==> src/rtl/irq_gate_pkg.sv <==
package irq_gate_pkg;
   localparam int unsigned REG_W_DEFAULT = 16;
   localparam logic [15:0] IMPL_DEFAULT = 16'h02FF;

   typedef enum logic {
      RD_STATUS = 1'b0,
      RD_MASK   = 1'b1
   } rd_sel_e;
endpackage

==> src/rtl/irq_mask_bank.sv <==
module irq_mask_bank #(
   parameter int unsigned REG_W = 16,
   parameter logic [REG_W-1:0] IMPL = '1
) (
   input  logic             clk,
   input  logic             rst_n,
   input  logic             en_stb,
   input  logic             dis_stb,
   input  logic [REG_W-1:0] wdata,
   output logic [REG_W-1:0] mask_o
);
   for (genvar i = 0; i < REG_W; i++) begin : g_bit
      if (IMPL[i]) begin : g_impl
         logic bit_q;
         always_ff @(posedge clk or negedge rst_n) begin
            if (!rst_n)                  bit_q <= 1'b1;
            else if (dis_stb && wdata[i]) bit_q <= 1'b1;
            else if (en_stb && wdata[i])  bit_q <= 1'b0;
         end
         assign mask_o[i] = bit_q;
      end else begin : g_rsvd
         assign mask_o[i] = 1'b0;
      end
   end

   // disable sets, and wins over enable
   assert_set_R2: assert property (@(posedge clk) disable iff (!rst_n)
      dis_stb |=> ((mask_o & $past(wdata) & IMPL) == ($past(wdata) & IMPL)));
   assert_clear_R3: assert property (@(posedge clk) disable iff (!rst_n)
      (en_stb && !dis_stb) |=> ((mask_o & $past(wdata)) == '0));
   // same-cycle collision keeps the bit set
   assert_collide_R4: assert property (@(posedge clk) disable iff (!rst_n)
      (en_stb && dis_stb) |=> ((mask_o & $past(wdata & IMPL)) == $past(wdata & IMPL)));
   assert_hold_R5: assert property (@(posedge clk) disable iff (!rst_n)
      (!en_stb && !dis_stb) |=> $stable(mask_o));
   assert_rsvd_R6: assert property (@(posedge clk) disable iff (!rst_n)
      (mask_o & ~IMPL) == '0);
endmodule

==> src/rtl/irq_status_bank.sv <==
module irq_status_bank #(
   parameter int unsigned REG_W = 16,
   parameter logic [REG_W-1:0] IMPL = '1
) (
   input  logic             clk,
   input  logic             rst_n,
   input  logic             clr_stb,
   input  logic [REG_W-1:0] wdata,
   input  logic [REG_W-1:0] evt,
   output logic [REG_W-1:0] status_o
);
   for (genvar i = 0; i < REG_W; i++) begin : g_bit
      if (IMPL[i]) begin : g_impl
         logic bit_q;
         always_ff @(posedge clk or negedge rst_n) begin
            if (!rst_n)                  bit_q <= 1'b0;
            else if (evt[i])              bit_q <= 1'b1;
            else if (clr_stb && wdata[i]) bit_q <= 1'b0;
         end
         assign status_o[i] = bit_q;
      end else begin : g_rsvd
         assign status_o[i] = 1'b0;
      end
   end

   assert_sticky_R7: assert property (@(posedge clk) disable iff (!rst_n)
      !clr_stb |=> ((status_o & $past(status_o)) == $past(status_o)));
   assert_clear_R8: assert property (@(posedge clk) disable iff (!rst_n)
      clr_stb |=> ((status_o & $past(wdata & ~evt)) == '0));
   // event beats a same-cycle clear and ignores the mask
   assert_evt_sets_R9: assert property (@(posedge clk) disable iff (!rst_n)
      1'b1 |=> ((status_o & $past(evt & IMPL)) == $past(evt & IMPL)));
   assert_rsvd_R6: assert property (@(posedge clk) disable iff (!rst_n)
      (status_o & ~IMPL) == '0);
endmodule

==> src/rtl/irq_out_stage.sv <==
module irq_out_stage #(
   parameter int unsigned REG_W = 16
) (
   input  logic             clk,
   input  logic             rst_n,
   input  logic [REG_W-1:0] status,
   input  logic [REG_W-1:0] mask,
   output logic             irq_o
);
   logic [REG_W-1:0] live;
   assign live = status & ~mask;

   always_ff @(posedge clk or negedge rst_n) begin
      if (!rst_n) irq_o <= 1'b0;
      else        irq_o <= |live;
   end

   assert_rise_R10: assert property (@(posedge clk) disable iff (!rst_n)
      $rose(irq_o) |-> $past((status & ~mask) != '0));
   assert_quiet_R10: assert property (@(posedge clk) disable iff (!rst_n)
      ((status & ~mask) == '0) |=> !irq_o);
endmodule

==> src/rtl/intr_gate_ctrl.sv <==
module intr_gate_ctrl #(
   parameter int unsigned REG_W = irq_gate_pkg::REG_W_DEFAULT,
   parameter logic [REG_W-1:0] IMPL_BITS = REG_W'(irq_gate_pkg::IMPL_DEFAULT)
) (
   input  logic             clk,
   input  logic             rst_n,
   input  logic [REG_W-1:0] evt_i,
   input  logic [REG_W-1:0] wr_data_i,
   input  logic             wr_enable_i,
   input  logic             wr_disable_i,
   input  logic             wr_clear_i,
   input  logic             wr_mask_i,
   input  logic             rd_sel_i,
   output logic [REG_W-1:0] rd_data_o,
   output logic             irq_o
);
   import irq_gate_pkg::*;

   if (REG_W < 1) begin : g_bad_width
      $error("REG_W must be at least 1");
   end
   if (IMPL_BITS == '0) begin : g_bad_impl
      $error("IMPL_BITS must select at least one bit");
   end

   logic [REG_W-1:0] mask_w;
   logic [REG_W-1:0] status_w;

   irq_mask_bank #(.REG_W(REG_W), .IMPL(IMPL_BITS)) u_mask (
      .clk(clk), .rst_n(rst_n),
      .en_stb(wr_enable_i), .dis_stb(wr_disable_i),
      .wdata(wr_data_i), .mask_o(mask_w)
   );

   irq_status_bank #(.REG_W(REG_W), .IMPL(IMPL_BITS)) u_status (
      .clk(clk), .rst_n(rst_n),
      .clr_stb(wr_clear_i), .wdata(wr_data_i),
      .evt(evt_i), .status_o(status_w)
   );

   irq_out_stage #(.REG_W(REG_W)) u_out (
      .clk(clk), .rst_n(rst_n),
      .status(status_w), .mask(mask_w), .irq_o(irq_o)
   );

   always_comb begin
      if (rd_sel_e'(rd_sel_i) == RD_MASK) rd_data_o = mask_w;
      else                                rd_data_o = status_w;
   end

   // a write aimed at the mask address alone leaves the mask untouched
   assert_mask_ro_R5: assert property (@(posedge clk) disable iff (!rst_n)
      (wr_mask_i && !wr_enable_i && !wr_disable_i) |=> $stable(mask_w));
endmodule

==> config.mk <==
export PLATFORM = sky130hd
export DESIGN_NAME = intr_gate_ctrl
export DESIGN_NICKNAME = d
export VERILOG_FILES = /design/src/rtl/irq_gate_pkg.sv /design/src/rtl/irq_mask_bank.sv /design/src/rtl/irq_status_bank.sv /design/src/rtl/irq_out_stage.sv /design/src/rtl/intr_gate_ctrl.sv
export SDC_FILE = /design/constraint.sdc
export NUM_CORES = 1
export LEC_CHECK = 0
export ABC_AREA = 1
export BUFFER_PORTS_ARGS = -buffer_cell sky130_fd_sc_hd__buf_2
export CAP_MARGIN = 10
export CORE_ASPECT_RATIO = 0.5
export CORE_MARGIN = 1
export CORE_UTILIZATION = 40
export DETAILED_ROUTE_END_ITERATION = 16
export PLACE_DENSITY_LB_ADDON = 0.3
export SYNTH_ARGS = -nofsm -noshare
export SYNTH_HDL_FRONTEND = slang
export SYNTH_HIERARCHICAL = 1
export SYNTH_SLANG_ARGS = --single-unit
export TNS_END_PERCENT = 30
==> constraint.sdc <==
create_clock -name clk -period 1.4 [get_ports clk]
set_clock_uncertainty 0.2 [all_clocks]
set_input_delay 0.35 -clock clk [delete_from_list [all_inputs] [get_ports clk]]
set_output_delay 0.35 -clock clk [all_outputs]
set_load 0.02 [all_outputs]
==> results.rst <==
.. list-table::
   :header-rows: 1

   * - Metric
     - Value
   * - Status
     - complete, but fails checks
   * - Failing checks
     - setup timing
   * - Maximum Capacitance Violations
     - 0
   * - First-pass GRT wire length
     - ~4.8 mm
   * - Final hold slack
     - roughly 0.073 ns
   * - Quantity of I/O buffers inserted on ports
     - 33
   * - Critical Path End Type
     - output port
   * - Cell seen most often among critical-path stages
     - nand2_2
   * - Cts bufs inserted
     - 3
   * - Number of instances in the synthesized netlist
     - around 230
   * - Detailed-route via count
     - approximately 1.2k
   * - Part of the Yosys area used for sequential elements
     - 33.05%
   * - Critical-path maximum fanout
     - 2
   * - Category of the worst setup path launch point
     - flop
   * - Reported leakage power
     - roughly 1.0 nW
   * - I/O pin total
     - between 50 and 60
   * - Syn_area_per_cell
     - 6.375 sq um
   * - Startpoint of the most critical setup path
     - u_mask/g_bit[0].g_impl.bit_q$_DFFE_PN1P_
   * - Core Region
     - approximately 0.0035 sq mm
   * - Crit path buf inv count
     - 1
   * - Tmin final
     - around 1.6 ns
   * - Max VDD drop
     - 0.3839 mV
   * - Antenna-violating nets left
     - 0
   * - Cell area after technology mapping
     - about 0.0015 sq mm
   * - Crit-path cells
     - nand2_2, nand2_2, buf_6
   * - Synth warnings
     - 6
   * - Hold violation total from the final report
     - 0
   * - Cell count of the worst reg-to-reg path
     - 8
   * - Crit-path leading delay family
     - flip-flops
   * - Met2 WL
     - 1.388 mm
   * - Dominant cells by area after synthesis
     - nand2_1 34%, dfrtp_1 17%, buf_4 17%
   * - PD cells
     - between 800 and 900 mW/mm^2
   * - Endpoint of the most critical register-to-register path
     - u_out/irq_o$_DFF_PN0_
   * - Total number of H-tree levels
     - 1
   * - Critical path's slowest cell
     - dfstp_2
   * - Final standard cell area without fillers
     - 0.001690 sq mm
   * - End point of the critical path
     - rd_data_o[0]
   * - Overall track demand over capacity in global routing
     - between 10% and 20%
   * - Post-detailed-placement cell area
     - between 0.001 and 0.0015 sq mm
   * - Crit path required time
     - between 0.8 and 0.9 ns
   * - Die outline area
     - about 0.0039 sq mm
   * - Final Net Count
     - about 300
   * - Setup-violating endpoint count in the final report
     - 9
   * - Layout cells sized above 1
     - between 30 and 40%
   * - Placer Congestion
     - between 0.7 and 0.8
   * - First-pass DRT Iterations
     - 4
   * - Period Utilization, post-route
     - 112.5%
   * - Count of state elements after synthesis
     - 19
   * - FILL cells
     - 354
   * - Drc violations
     - 0
   * - Estimated wirelength of the detail-placed design
     - about 2.1 mm
   * - CTS clock-pin slew for the worst setup and hold paths
     - around 0.070 ns
   * - Die height
     - about 45 microns
   * - Vias in the first global route
     - 1073
   * - Synth-to-Final Area Change
     - 14.78%
   * - Top library cells by usage in the layout, fill and taps aside
     - 118 x nand2_1, 31 x inv_1, 24 x buf_2
   * - Number of distinct library cells after synthesis
     - 12
   * - Worst hold-check path type
     - in2reg
   * - Number of vias per cell after detailed routing
     - about 4.0
   * - Max-slew violation total from the final report
     - 0
   * - Iteration-0 DRC count of the detailed router
     - 97
   * - R2R Path Start
     - u_mask/g_bit[6].g_impl.bit_q$_DFFE_PN1P_
   * - Effective utilization at floorplan
     - a little over two fifths
   * - Data arrival time of the critical path
     - around 1.0 ns
   * - CTS max path bufs
     - 2
   * - TritonCTS clock tree
     - yes
   * - Pre-CTS setup slack
     - -0.09006 ns
   * - Overall power of the completed layout
     - roughly 1.5 mW
   * - Post-detailed-route wirelength per cell
     - 9.414 microns
   * - Library cell used as clock root buffer
     - clkbuf_8
   * - RSZ-0062 raised after global routing
     - yes
   * - Uppermost routed layer
     - met4
   * - Drt total wl
     - 2.890 mm
   * - Top cell type's share of synthesized area
     - around 34%
   * - Number of antenna diodes
     - 0
   * - Maximum number of pins on one net before global-route repair
     - 20
   * - Number of sinks driven by the clock tree
     - 19
   * - Std-Cell Rows
     - 15
   * - GRT overflow
     - 0
   * - Final setup slack of the worst path
     - -0.1751 ns
   * - Met3 routed WL
     - around 110 microns
   * - Slack of the worst reg-to-reg path
     - 0.05 ns
   * - Clk Latency, worst-skew pair
     - roughly 0.25 ns
   * - Delay of the slowest cell on the worst path
     - roughly 0.54 ns
   * - Classification of the worst setup path
     - reg2out
   * - Critical path depth in cells
     - 3
   * - Biggest area consumer among synthesized cells
     - nand2_1
   * - Total negative slack
     - -1.491 ns
   * - Die X
     - around 88 microns
   * - Number of antenna violations at the first check in global routing
     - 0
   * - Most common library cell in the layout ignoring fill and taps
     - nand2_1
   * - M1 WL
     - 1.387 mm
   * - Maximum clock frequency
     - 634.9 MHz
-- final cells by class --
| type | count | area [sq um] | share of cell area [%] |
|---|---|---|---|
| flip-flops and latches | 19 | 486.7 | 28.79 |
| repair buffers | 47 | 341.6 | 20.21 |
| well taps | 51 | 63.81 | 3.775 |
| inverters | 32 | 125.1 | 7.402 |
| multi-input cells | 154 | 628.1 | 37.16 |
| clock buffers | 4 | 45.04 | 2.665 |
-- tightest hold or removal path: cells and delay by family --
kind / cells / cell delay (ns)
buffers and inverters: 2 / 0.10
and+or+nand+nor: 1 / 0.05
-- cells by family (layout without fill, tap and decap cells) --
group | count (synthesis) | after routing | synth area share (%)
buf+inv | 70 | 83 | 29.74
flops | 19 | 19 | 33.05
other cells | 2 | 14 | 0.5100
simple gates | 140 | 140 | 36.70
-- power by group --
group	total, mW	leakage (nW)	switching (mW)	internal, mW
logic	0.472	0.817	0.266	0.206
registers	0.652	0.194	0.0336	0.619
clock network	0.380	0.0228	0.178	0.202
total	1.50	1.03	0.477	1.03
-- how the worst min path moves through the flow --
stage / startpoint / end / slack, ns / cells after the start
after floorplan: rst_n / u_out/irq_o$_DFF_PN0_ / -0.15 / 0
after global placement: rst_n / u_status/g_bit[7].g_impl.bit_q$_DFFE_PN0P_ / 0.11 / 1
after detailed placement: rst_n / u_out/irq_o$_DFF_PN0_ / 0.11 / 1
after CTS: evt_i[4] / u_status/g_bit[4].g_impl.bit_q$_DFFE_PN0P_ / 0.07 / 3
after global routing: evt_i[9] / u_status/g_bit[9].g_impl.bit_q$_DFFE_PN0P_ / 0.08 / 3
final: evt_i[4] / u_status/g_bit[4].g_impl.bit_q$_DFFE_PN0P_ / 0.07 / 3
-- Yosys cell counts --
| master | n |
|---|---|
| nand4_1 | 1 |
| nand2_1 | 132 |
| dfrtp_1 | 10 |
| inv_1 | 31 |
| dfstp_2 | 9 |
| buf_12 | 1 |
| inv_6 | 1 |
| conb_1 | 2 |
| nor2_1 | 2 |
| nand2_2 | 5 |
| buf_4 | 33 |
| buf_6 | 4 |
-- per-layer routing --
metal | up-vias | GRT usage [%]
li1 | 663 | -
met1 | 545 | 22.06
met2 | 19 | 25.74
met3 | 2 | 3.291
met4 | 0 | 2.951
met5 | - | 0
-- repair_timing --
action	in CTS	in global routing
hold buffers	1	0
endpoints found under the hold margin	10	0
pin swaps	14	12
endpoints found under the setup margin	9	10
gates resized for setup	21	11
buffers inserted	9	0
-- stage by stage --
step                utilization (%)  instances
floorplan                         -        243
global placement              42.52        293
detailed placement            42.52        293
CTS                           47.89        307
global route                  48.68        307
finish                        48.68        307
-- state kept, by name, indices dropped and copies added (netlist names) --
signal	count
u_mask/g_bit.g_impl.bit_q	9
u_out/irq_o	1
u_status/g_bit.g_impl.bit_q	9
No activity file was read; power rests on OpenSTA's default activity.
